[config.mk]
export PLATFORM = sky130hd
export DESIGN_NAME = cap_tracker
export DESIGN_NICKNAME = d
export VERILOG_FILES = /design/src/rtl/cap_pkg.sv /design/src/rtl/cap_chg_qual.sv /design/src/rtl/cap_edv_latch.sv /design/src/rtl/cap_learn_ctl.sv /design/src/rtl/cap_tracker.sv
export SDC_FILE = /design/constraint.sdc
export NUM_CORES = 1
export LEC_CHECK = 0
export ABC_AREA = 0
export CORE_AREA = 2 2 110 112
export DETAILED_ROUTE_END_ITERATION = 16
export DIE_AREA = 0 0 112 114
export DONT_BUFFER_PORTS = 1
export GPL_TIMING_DRIVEN = 0
export PLACE_DENSITY = 0.78
export REMOVE_ABC_BUFFERS = 1
export SETUP_SLACK_MARGIN = 0.05
export SYNTH_ARGS = -nofsm -noshare
export SYNTH_HDL_FRONTEND = slang
export SYNTH_SLANG_ARGS = --single-unit
[constraint.sdc]
create_clock -name clk -period 8 [get_ports clk]
set_input_delay 0.4 -clock clk [delete_from_list [all_inputs] [get_ports clk]]
set_output_delay 0.4 -clock clk [all_outputs]
set_load 0.01 [all_outputs]
[src/rtl/cap_pkg.sv]
`timescale 1ns/1ps
package cap_pkg;

    typedef enum logic [1:0] {
        CQ_IDLE  = 2'd0,
        CQ_ONE   = 2'd1,
        CQ_VALID = 2'd2
    } cq_state_e;

    typedef struct packed {
        logic chg;
        logic dis;
        logic sd;
    } cnt_evt_t;

    // near-full point: x - x/16
    function automatic logic [31:0] near_full(input logic [31:0] x);
        return x - (x >> 4);
    endfunction

endpackage

[src/rtl/cap_chg_qual.sv]
`timescale 1ns/1ps
module cap_chg_qual
    import cap_pkg::*;
(
    input  logic clk,
    input  logic rst,
    input  logic chg_i,
    input  logic dis_i,
    input  logic tmo_i,
    output logic vc_o
);
    cq_state_e st_q, st_d;

    always_comb begin
        st_d = st_q;
        vc_o = 1'b0;
        if (dis_i || tmo_i) begin
            st_d = CQ_IDLE;
        end else if (chg_i) begin
            case (st_q)
                CQ_IDLE: st_d = CQ_ONE;
                CQ_ONE: begin
                    st_d = CQ_VALID;
                    vc_o = 1'b1;
                end
                default: st_d = CQ_VALID;
            endcase
        end
    end

    always_ff @(posedge clk) begin
        if (rst) st_q <= CQ_IDLE;
        else     st_q <= st_d;
    end


    vc_lands_valid_chk: assert property (@(posedge clk) disable iff (rst)
        vc_o |=> (st_q == CQ_VALID));

    vc_once_chk: assert property (@(posedge clk) disable iff (rst)
        (st_q == CQ_VALID) |-> !vc_o);
endmodule

[src/rtl/cap_edv_latch.sv]
`timescale 1ns/1ps
module cap_edv_latch #(
    parameter int N = 2
) (
    input  logic         clk,
    input  logic         rst,
    input  logic [N-1:0] trip_i,
    input  logic         clr_i,
    output logic [N-1:0] flag_o,
    output logic         first_set_o
);
    logic [N-1:0] flag_q;

    for (genvar g = 0; g < N; g++) begin : g_flag
        always_ff @(posedge clk) begin
            if (rst)            flag_q[g] <= 1'b0;
            else if (trip_i[g]) flag_q[g] <= 1'b1;
            else if (clr_i)     flag_q[g] <= 1'b0;
        end


        flag_hold_chk: assert property (@(posedge clk) disable iff (rst)
            (flag_q[g] && !clr_i) |=> flag_q[g]);
    end

    assign flag_o      = flag_q;
    assign first_set_o = trip_i[0] & ~flag_q[0];
endmodule

[src/rtl/cap_learn_ctl.sv]
`timescale 1ns/1ps
module cap_learn_ctl #(
    parameter int CNT_W = 16
) (
    input  logic             clk,
    input  logic             rst,
    input  logic             start_i,
    input  logic             sd_i,
    input  logic [CNT_W-1:0] nac_i,
    input  logic             cold_i,
    input  logic             vdq_i,
    input  logic             edv1_set_i,
    input  logic             vc_i,
    output logic             xfer_ok_o
);
    localparam logic [CNT_W-1:0] SD_MAX = {CNT_W{1'b1}};

    logic             act_q, ok_q;
    logic [CNT_W-1:0] base_q, sdc_q;
    logic             sd_budget_ok;

    assign sd_budget_ok = sdc_q < (base_q >> 4);

    always_ff @(posedge clk) begin
        if (rst) begin
            act_q  <= 1'b0;
            base_q <= '0;
            sdc_q  <= '0;
        end else if (start_i) begin
            act_q  <= 1'b1;
            base_q <= nac_i;
            sdc_q  <= '0;
        end else begin
            if (vc_i) act_q <= 1'b0;
            if (sd_i && act_q && sdc_q != SD_MAX) sdc_q <= sdc_q + CNT_W'(1);
        end
    end

    always_ff @(posedge clk) begin
        if (rst)             ok_q <= 1'b0;
        else if (vc_i)       ok_q <= 1'b0;
        else if (edv1_set_i) ok_q <= act_q & sd_budget_ok & ~cold_i & vdq_i;
    end

    assign xfer_ok_o = ok_q;


    ok_only_at_edv1_chk: assert property (@(posedge clk) disable iff (rst)
        $rose(ok_q) |-> $past(edv1_set_i));
endmodule

[src/rtl/cap_tracker.sv]
`timescale 1ns/1ps
module cap_tracker
    import cap_pkg::*;
#(
    parameter int CNT_W    = 16,
    parameter int CPI_W    = 8,
    parameter int CI_LIMIT = 64
) (
    input  logic             clk,
    input  logic             rst,
    input  logic             cnt_pulse_i,
    input  logic             cnt_dir_i,
    input  logic             self_dis_i,
    input  logic             cold_i,
    input  logic             edv1_trip_i,
    input  logic             edvf_trip_i,
    input  logic             done_i,
    input  logic             flt_tmo_i,
    input  logic [CNT_W-1:0] pfc_i,
    output logic [CNT_W-1:0] nac_o,
    output logic [CNT_W-1:0] dcr_o,
    output logic [CNT_W-1:0] lmd_o,
    output logic [CPI_W-1:0] cpi_o,
    output logic             edv1_o,
    output logic             edvf_o,
    output logic             vdq_o,
    output logic             ci_o
);
    localparam logic [CNT_W-1:0] CNT_MAX = {CNT_W{1'b1}};
    localparam logic [CPI_W-1:0] CPI_MAX = {CPI_W{1'b1}};
    localparam logic [CPI_W-1:0] CI_LIM  = CPI_W'(CI_LIMIT);

    logic [CNT_W-1:0] nac_q, dcr_q, lmd_q, nac_d, dcr_d, lmd_d;
    logic [CPI_W-1:0] cpi_q, cpi_d;
    logic             vdq_q;
    logic [CNT_W-1:0] nf_pt, ceil_v;
    cnt_evt_t         ev;
    logic             start, sd_eff, vc, learn, xfer_ok, edv1_set;
    logic [1:0]       edv_flags;

    assign nf_pt  = CNT_W'(near_full(32'(lmd_q)));
    assign ceil_v = cold_i ? nf_pt : lmd_q;

    assign ev.chg = cnt_pulse_i &  cnt_dir_i & ~done_i;
    assign ev.dis = cnt_pulse_i & ~cnt_dir_i & ~done_i;
    assign ev.sd  = self_dis_i  & ~cnt_pulse_i & ~done_i;

    assign start  = ev.dis & (nac_q >= nf_pt);
    assign sd_eff = ev.sd & (nac_q != '0);
    assign learn  = vc & edv_flags[0];

    cap_chg_qual u_qual (
        .clk   (clk),
        .rst   (rst),
        .chg_i (ev.chg),
        .dis_i (ev.dis),
        .tmo_i (flt_tmo_i),
        .vc_o  (vc)
    );

    cap_edv_latch #(.N(2)) u_edv (
        .clk         (clk),
        .rst         (rst),
        .trip_i      ({edvf_trip_i, edv1_trip_i}),
        .clr_i       (vc),
        .flag_o      (edv_flags),
        .first_set_o (edv1_set)
    );

    cap_learn_ctl #(.CNT_W(CNT_W)) u_learn (
        .clk        (clk),
        .rst        (rst),
        .start_i    (start),
        .sd_i       (sd_eff),
        .nac_i      (nac_q),
        .cold_i     (cold_i),
        .vdq_i      (vdq_q),
        .edv1_set_i (edv1_set),
        .vc_i       (vc),
        .xfer_ok_o  (xfer_ok)
    );

    always_comb begin
        nac_d = nac_q;
        if (done_i)                                     nac_d = lmd_q;
        else if (learn)                                 nac_d = '0;
        else if (ev.chg && nac_q < ceil_v)              nac_d = nac_q + CNT_W'(1);
        else if ((ev.dis || ev.sd) && nac_q != '0)      nac_d = nac_q - CNT_W'(1);

        dcr_d = dcr_q;
        if (start)                                      dcr_d = CNT_W'(1);
        else if ((ev.dis || sd_eff) && dcr_q != CNT_MAX) dcr_d = dcr_q + CNT_W'(1);

        lmd_d = lmd_q;
        if (learn && xfer_ok)                           lmd_d = (dcr_q < nf_pt) ? nf_pt : dcr_q;

        cpi_d = cpi_q;
        if (learn && xfer_ok)                           cpi_d = '0;
        else if (vc && cpi_q != CPI_MAX)                cpi_d = cpi_q + CPI_W'(1);
    end

    always_ff @(posedge clk) begin
        if (rst) begin
            nac_q <= '0;
            dcr_q <= '0;
            lmd_q <= pfc_i;
            cpi_q <= '0;
            vdq_q <= 1'b0;
        end else begin
            nac_q <= nac_d;
            dcr_q <= dcr_d;
            lmd_q <= lmd_d;
            cpi_q <= cpi_d;
            if (done_i)     vdq_q <= 1'b1;
            else if (learn) vdq_q <= 1'b0;
        end
    end

    assign nac_o  = nac_q;
    assign dcr_o  = dcr_q;
    assign lmd_o  = lmd_q;
    assign cpi_o  = cpi_q;
    assign edv1_o = edv_flags[0];
    assign edvf_o = edv_flags[1];
    assign vdq_o  = vdq_q;
    assign ci_o   = cpi_q >= CI_LIM;


    nac_le_lmd_chk: assert property (@(posedge clk) disable iff (rst)
        nac_q <= lmd_q);

    lmd_only_on_learn_chk: assert property (@(posedge clk) disable iff (rst)
        !learn |=> $stable(lmd_q));

    dcr_no_wrap_chk: assert property (@(posedge clk) disable iff (rst)
        (dcr_q == CNT_MAX && !start) |=> (dcr_q == CNT_MAX));

    cpi_no_wrap_chk: assert property (@(posedge clk) disable iff (rst)
        (cpi_q == CPI_MAX && !(learn && xfer_ok)) |=> (cpi_q == CPI_MAX));
endmodule

==> run summary, run 1 <==
The run finished with clean final reports. The worst path in the final design needs a cycle of 6.58 ns, including I/O delays and setup. The number of port buffers is 0.

The length of the first detailed-routing pass in iterations came out at 5. In this run the remaining antenna-violating nets after routing total 0. Dividing the synthesized area by the synthesized cell count gives 8.54 um^2. The measured slew at the worst slew-check pin came out at 1.16 ns. The standard-cell row count is 40.

The post-CTS setup buffer count is 0. The depth of the most critical reg-to-reg path is 24. The routed length per placed instance is 18.0 um. The worst ir drop on vdd is 0.243 mV. The die extent in y came out at 114 um. Of the available clock period, the critical path in the final layout requires 82.3%. The wire length of the first global-routing pass is 27.2 mm. In this run the tightest slew margin relative to its limit is 22.6%. The maximum buffer depth of the clock tree is 2.

Across every metal layer, demand over resource in global routing totals 26.7%. The clock insertion delay at the later pin of the skew report is 0.36 ns. The number of buffers added to fix hold violations after cts is 0. STA classifies the critical path startpoint as a register. Walking the worst path, the cells encountered are inv_1 -> ha_1 -> inv_1 -> fa_1 -> a21o_1 -> a21oi_1 -> o21ai_0 -> a31oi_1 -> xor2_1 -> mux2_2 -> ha_1 -> nand2_1 -> nor2_1 -> nand4_1 -> a31oi_2 -> ha_1 -> a21oi_1 -> a21oi_1 -> o41a_1 -> a221o_1 -> nor4_2 -> nor3_1 -> xor2_1 -> a31o_1. The total cell area at the placement stage is 6910 um^2. Across all layers, the routed design uses 5858 vias. The clock transition at the registers of the reported paths came out at 0.07 ns. The count of flip-flops with a built-in enable after synthesis came out at 16. After floorplanning, the core was sized to cover 11700 um^2. The DRC violation count after routing is 0.

The routability-driven placement congestion ratio came out at 0.842. Entering global routing, the biggest net connects 73 pins. The launch point of the worst path is lmd_o[0]$_DFFE_PP_. The fraction of final layout cells with drive strength greater than 1 came out at 5.06%. At the worst endpoint, the required time is 8.25 ns. The most common cell in the synthesized netlist is sky130_fd_sc_hd__nor2_1.

By area the synthesized netlist is led by sky130_fd_sc_hd__dfxtp_1 22%, sky130_fd_sc_hd__ha_1 16%, sky130_fd_sc_hd__edfxtp_1 7.1%, sky130_fd_sc_hd__nor2_1 6.8%, sky130_fd_sc_hd__xnor2_1 5.7%. The worst setup path is captured at a register. The hold violation count in the final report is 0. The number of diodes came out at 0.

Summed over all failing endpoints, the final setup total negative slack is 0 ns. The net count reported at finish is 901. The count of final setup violators is 0. The I/O pin count is 86. The area growth from synthesis to final layout is 5.86%. The clock drives 91 sinks.

The via-per-instance ratio came out at 6.25. The finished cells cover 7210 um^2. The number of global-route vias before repair is 5650. After synthesis the cells add up to 6810 um^2.

The share of synthesized area occupied by flip-flops and latches is 29.1%. Along the worst path, the maximum fanout reaches 19. Summed over all layers, the global routing overflow is 0.

The largest individual stage delay along the critical path comes from the cell sky130_fd_sc_hd__a31oi_2. The H-tree depth came out at 3. The total detailed-routing wirelength is 16.9 mm. Data on the critical path arrives at its endpoint at 6.84 ns. The most used flip-flop cell after synthesis is sky130_fd_sc_hd__dfxtp_1. The library cell with the largest summed area after synthesis is sky130_fd_sc_hd__dfxtp_1. Of the post-synthesis cell area, the dominant cell type holds 22.1%.

Setup repair after global routing left no endpoint under its margin. From left edge to right edge, the die measures 112 um. The slack of the worst reg-to-reg path came out at 1.42 ns. Synthesis inferred 91 register bits. The root buffer cell chosen for the clock tree is sky130_fd_sc_hd__clkbuf_16. The number of antenna violations at the first check in global routing is 0. The endpoint of the most critical setup path is nac_o[14]$_SDFFE_PP0P_. For this design the ratio of total power to cell area is 299 nW/um^2. The proportion of synthesized flip-flops having asynchronous set or reset came out at 0%. The worst register-to-register path begins at lmd_o[0]$_DFFE_PP_.

The HPWL after detailed placement is 12.9 mm. The DRC violation total after the first TritonRoute iteration came out at 436. The Yosys warning count came out at 0. The floorplan die area is 12800 um^2. The tightest min-delay check is of the primary input to register type.

After synthesis, the most frequently instantiated cells are 123 x sky130_fd_sc_hd__nor2_1, 88 x sky130_fd_sc_hd__ha_1, 75 x sky130_fd_sc_hd__dfxtp_1, 45 x sky130_fd_sc_hd__inv_1, 45 x sky130_fd_sc_hd__nand2_1. The starting density of the core came out at 58.1%. The final count of pins violating max slew is 0. The number of CTS-inserted buffers came out at 9. The worst reg2reg path endpoint is nac_o[14]$_SDFFE_PP0P_. The worst setup path is of the register to register kind. In this run the static leakage power is 2.94 nW.

The largest single stage delay on the critical path is 0.94 ns. In this run, post-CTS repair resized a total of 0 instances. Between clock sinks in the finished design, the worst skew comes to 0.0104 ns.

Counting every instance in the synthesized netlist gives 797. TritonCTS built the clock tree. The number of fill cells in the layout came out at 992. Synthesis instantiated 70 different standard cells from the library. Derived from the worst setup path, the maximum achievable clock frequency is 152 MHz. Across the run, the number of max-cap violations was 0.
[routing by layer]
metal  share of wire (%)  vias to the layer above  track usage (%)
met4                 2.8                        0             11.6
met2                  49                      197             46.4
met5                   0                        -                0
met1                  41                     2766             31.0
met3                 7.1                       36             7.49
li1                    -                     2859                -
[power by group]
group          total (mW)  internal (mW)  switching [mW]
Combinational        1.08          0.471           0.606
Sequential          0.639          0.519           0.120
Clock               0.440          0.246           0.194
Total                2.15           1.23           0.920
[worst min-delay path by stage]
stage                                         from                             end  slack, ns  cells after the start
floorplan           u_learn.xfer_ok_o$_SDFFE_PP0P_  u_learn.xfer_ok_o$_SDFFE_PP0P_       0.44                      2
global placement    u_learn.xfer_ok_o$_SDFFE_PP0P_  u_learn.xfer_ok_o$_SDFFE_PP0P_       0.46                      2
detailed placement  u_learn.xfer_ok_o$_SDFFE_PP0P_  u_learn.xfer_ok_o$_SDFFE_PP0P_       0.47                      2
CTS                                      flt_tmo_i     u_qual.st_q[0]$_SDFFE_PP0P_        0.1                      1
global route                             flt_tmo_i     u_qual.st_q[0]$_SDFFE_PP0P_        0.1                      1
finish                                         rst           dcr_o[0]$_SDFFE_PP0P_       0.11                      1
[cells by family (layout without fill, tap and decap cells)]
family | count (synthesis) | in the layout | synth area share, %
compound gates | 171 | 171 | 17.3
mux | 29 | 29 | 4.30
flops | 91 | 91 | 29.1
xor+xnor | 66 | 66 | 8.60
fa+ha+maj | 90 | 90 | 16.8
simple gates | 281 | 281 | 19.9
buf+inv | 69 | 62 | 4.02
[through the flow]
stage	worst slack, ns	cells	power, mW	hold WS [ns]	util [%]
final	1.42	937	2.15	0.112	61.5
after CTS	1.46	937	2.15	0.0987	61.5
after global placement	1.72	920	1.63	0.458	58.8
after floorplan	2.41	773	1.45	0.444	-
after detailed placement	1.51	921	1.70	0.470	59.0
after global routing	1.06	937	2.31	0.0968	61.5
[registers in the layout, summed over array words and instances (netlist names)]
name,count
u_learn.act_q,1
cpi_o,8
u_learn.sdc_q,16
nac_o,16
u_learn.xfer_ok_o,1
dcr_o,16
vdq_o,1
lmd_o,16
u_qual.st_q,2
u_edv.flag_o,2
u_learn.base_q,12
[worst max-delay path, delay by kind of cell (launching register included)]
family,cells,cell delay [ns]
AOI/OAI and AO/OA,10,3.19
adders and majority gates,4,1.27
and+or+nand+nor,5,0.72
DFF,1,0.50
xor gates and xnor gates,2,0.32
muxes,1,0.31
buffers and inverters,2,0.15
[placed cells by master, fill, tap and decap left out, drive strengths merged, types with 3 or more instances in the layout]
cell type / instances
a2111oi: 3
a211oi: 19
a21o: 20
a21oi: 39
a22oi: 14
a31o: 4
a31oi: 8
and3: 6
and4: 4
clkbuf: 10
dfxtp: 75
edfxtp: 16
ha: 88
inv: 47
mux2i: 27
nand2: 45
nand2b: 8
nand3: 32
nand4: 11
nor2: 123
nor3: 19
nor4: 10
o2111ai: 3
o211ai: 5
o21a: 5
o21ai: 36
or2: 5
or3: 3
xnor2: 45
xor2: 21
[layout make-up]
type	count	area, um^2	area share, %
well taps	147	184	2.55
clock buffers	10	229	3.18
repair buffers	1	15.0	0.208
clock inverters	6	72.6	1.01
flip-flops and latches	91	1980	27.5
multi-input cells	637	4560	63.2
inverters	45	169	2.34
No activity file was read; power rests on OpenSTA's default activity.
==> inputs of run 2 (changes only) <==
==> constraint.sdc (replaced) <==
create_clock -name clk -period 6.54 [get_ports clk]
set_input_delay 0.327 -clock clk [delete_from_list [all_inputs] [get_ports clk]]
set_output_delay 0.327 -clock clk [all_outputs]
set_load 0.01 [all_outputs]
==> run 2 against run 1 <==
- worst hold slack got worse by 0.074 ns
- total power is 23% higher
- clock power rose by 22%
- fmax increased by 8.4%
- design area rose by 0.43%
- non-clock buffer count grew 3
- clock-buffer cell count did not move
- utilization rose by 0.27 points
- cell count is 0.32% higher
- sequential power grew 23%
- setup slack lost 0.95 ns
- critical endpoint unchanged
- largest power group unchanged
==> run summary, run 2 (same netlist as run 1, synthesis figures left out) <==
The count of final setup violators is 0 (unchanged). The routed length per placed instance is 17.9 um (was 18.0 um). The final worst-path cycle share is 92.9% (was 82.3%).

The number of fill cells in the layout is 990 (was 992). The number of diodes was 0 (unchanged). The peak fanout along the critical path came out at 13 (was 19).

The DRC violation count after routing came to 0 (unchanged). The core utilization of the finished layout is 61.8% (was 61.5%). The cell at the root of the clock tree was sky130_fd_sc_hd__clkbuf_16 (unchanged). The clock insertion delay at the later pin of the skew report came out at 0.36 ns (about the same). The core footprint came out at 11700 um^2 (unchanged). The starting density of the core came out at 58.1% (unchanged). The horizontal die dimension came out at 112 um (unchanged). The TritonCTS clock tree is done (unchanged). The total negative slack for setup checks came out at 0 ns (unchanged). The area growth from synthesis to final layout is 6.32% (was 5.86%).

The number of antenna violations at the first check in global routing is 0 (unchanged). Commonest non-fill, non-tap cells in the layout: 123 x sky130_fd_sc_hd__nor2_1, 88 x sky130_fd_sc_hd__ha_1, 75 x sky130_fd_sc_hd__dfxtp_1 (unchanged). The HPWL after detailed placement came out at 12.9 mm (unchanged).

The clock skew came out at 0.0100 ns (was 0.0104 ns). The number of buffers added to fix hold violations after cts is 0 (unchanged). The net count reported at finish came to 904 (was 901). The category of the worst setup path launch point is a register (unchanged). The final non-filler cell total came to 940 (was 937). The measured slew at the worst slew-check pin is 1.15 ns (was 1.16 ns). The die extent in y came out at 114 um (unchanged).

The global-route usage over all layers came out at 26.7% (about the same). The worst path arrival time is 6.33 ns (was 6.84 ns). The via total after detailed routing is 5861 (was 5858). The combined area of the multi-input logic cells is 4570 um^2 (was 4560 um^2). The worst max-slew margin expressed relative to the limit is 23.4% (was 22.6%). The length of the first detailed-routing pass in iterations came out at 6 (was 5).

The final count of pins violating max slew came out at 0 (unchanged). The I/O pin count is 86 (unchanged). The commonest non-fill, non-tap cell in the layout is sky130_fd_sc_hd__nor2_1 (unchanged). The worst ir drop on vdd came out at 0.297 mV (was 0.243 mV). The CTS sink count was 91 (unchanged). The final period demand of the worst path is 6.07 ns (was 6.58 ns). The standard-cell row count came out at 40 (unchanged). The fraction of final layout cells with drive strength greater than 1 is 5.42% (was 5.06%). The number of violations of the max-capacitance limit is 0 (unchanged). The number of global-route vias before repair is 5639 (was 5650). The H-tree depth came out at 3 (unchanged). The floorplan die area came to 12800 um^2 (unchanged). The type of the most critical hold path is primary input to register (unchanged). RSZ-0062 raised after global routing: no (unchanged). The number of instances in the placed design came out at 921 (unchanged).

The DRC violation total after the first TritonRoute iteration was 397 (was 436). The total global routing overflow came out at 0 (unchanged). The critical path required time was 6.80 ns (was 8.25 ns). The critical path start-end classification is register to register (unchanged). The cell area power density was 365 nW/um^2 (was 299 nW/um^2). The fmax came to 165 MHz (was 152 MHz). The standby leakage power was 2.95 nW (was 2.94 nW). The number of port buffers came out at 0 (unchanged). The hold violation count in the final report came to 0 (unchanged). The combined flip-flop and latch cell area is 1980 um^2 (unchanged). The wire length of the first global-routing pass came to 27.2 mm (about the same). The pin count of the biggest net entering global routing is 73 (unchanged). The number of CTS-inserted buffers came to 9 (unchanged). The clock transition at the registers of the reported paths came out at 0.07 ns (about the same).

The via-per-instance ratio is 6.24 (was 6.25). The number of nets still failing antenna checks after routing came out at 0 (unchanged). The routability-driven placement congestion ratio came to 0.842 (unchanged). The maximum buffer depth of the clock tree was 2 (unchanged). Status: completed (unchanged). The sort of element at the end of the critical path is a register (unchanged). The total detailed-routing wirelength came out at 16.8 mm (was 16.9 mm).
run 2: changes by cell type in the layout (fill, tap and decap cells not counted):
cell / before / now
sky130_fd_sc_hd__a31oi_2: 1 / 0
sky130_fd_sc_hd__a31oi_4: 1 / 2
sky130_fd_sc_hd__buf_4: 0 / 3
run 2: cell type report:
type	count	area share [%]
multi-input cells	637	63.1
flip-flops and latches	91	27.4
clock buffers	10	3.16
well taps	147	2.54
inverters	45	2.33
clock inverters	6	1.00
repair buffers	4	0.518
run 2: final timing paths:
| path | cells past startpoint | slack (ns) | from | end |
|---|---|---|---|---|
| max reg2reg | 24 | 0.47 | lmd_o[4]$_DFFE_PP_ | nac_o[14]$_SDFFE_PP0P_ |
| min reg2reg | 2 | 0.48 | u_learn.xfer_ok_o$_SDFFE_PP0P_ | u_learn.xfer_ok_o$_SDFFE_PP0P_ |
| max | 24 | 0.47 | lmd_o[4]$_DFFE_PP_ | nac_o[14]$_SDFFE_PP0P_ |
| min | 1 | 0.04 | rst | dcr_o[0]$_SDFFE_PP0P_ |
run 2: per-layer routing:
layer,track usage (%),wire length [um]
met3,7.12,1170
met1,31.2,6980
met5,0,0
met2,46.4,8200
met4,11.5,487
run 2: report_power, final:
group | internal [mW] | switching [mW] | leakage [nW]
combinational | 0.582 | 0.742 | 2.04
clock | 0.300 | 0.237 | 0.144
sequential | 0.635 | 0.148 | 0.768
total | 1.52 | 1.13 | 2.95
run 2: repair_timing:
item | CTS | global route
gates resized for setup | 1 | 0
setup buffers | 0 | 3
setup endpoints to repair | 2 | 2
endpoints found under the hold margin | 0 | 0
pin swaps | 0 | 1
run 2: worst max-delay path: stages, from the launching register on:
cell and delay, ns:
sky130_fd_sc_hd__edfxtp_1 0.54, sky130_fd_sc_hd__ha_1 0.23, sky130_fd_sc_hd__inv_1 0.05, sky130_fd_sc_hd__fa_1 0.39, sky130_fd_sc_hd__a21o_1 0.17, sky130_fd_sc_hd__a21oi_1 0.26, sky130_fd_sc_hd__o21ai_0 0.23, sky130_fd_sc_hd__nand2_1 0.12
sky130_fd_sc_hd__o2111a_1 0.27, sky130_fd_sc_hd__nand2_1 0.10, sky130_fd_sc_hd__nor3_1 0.19, sky130_fd_sc_hd__xnor2_1 0.10, sky130_fd_sc_hd__ha_1 0.20, sky130_fd_sc_hd__or4_1 0.51, sky130_fd_sc_hd__a21oi_1 0.22, sky130_fd_sc_hd__a31oi_4 0.23
sky130_fd_sc_hd__ha_1 0.38, sky130_fd_sc_hd__a21oi_1 0.20, sky130_fd_sc_hd__a21oi_1 0.11, sky130_fd_sc_hd__o41a_1 0.43, sky130_fd_sc_hd__a221o_1 0.37, sky130_fd_sc_hd__nor4_2 0.16, sky130_fd_sc_hd__nor3_1 0.10, sky130_fd_sc_hd__xor2_1 0.15
sky130_fd_sc_hd__a31o_1 0.23
run 2: metrics by stage:
stage / power [mW] / area [um^2] / worst slack (ns) / hold WS, ns
2_1_floorplan: 1.77 / 6700 / 0.945 / 0.396
3_3_place_gp: 2.00 / 6890 / 0.259 / 0.405
3_5_place_dp: 2.08 / 6910 / 0.0547 / 0.407
4_1_cts: 2.63 / 7220 / 0.334 / 0.0257
5_1_grt: 2.84 / 7240 / 0.0788 / 0.0238
6_report: 2.64 / 7240 / 0.466 / 0.0380
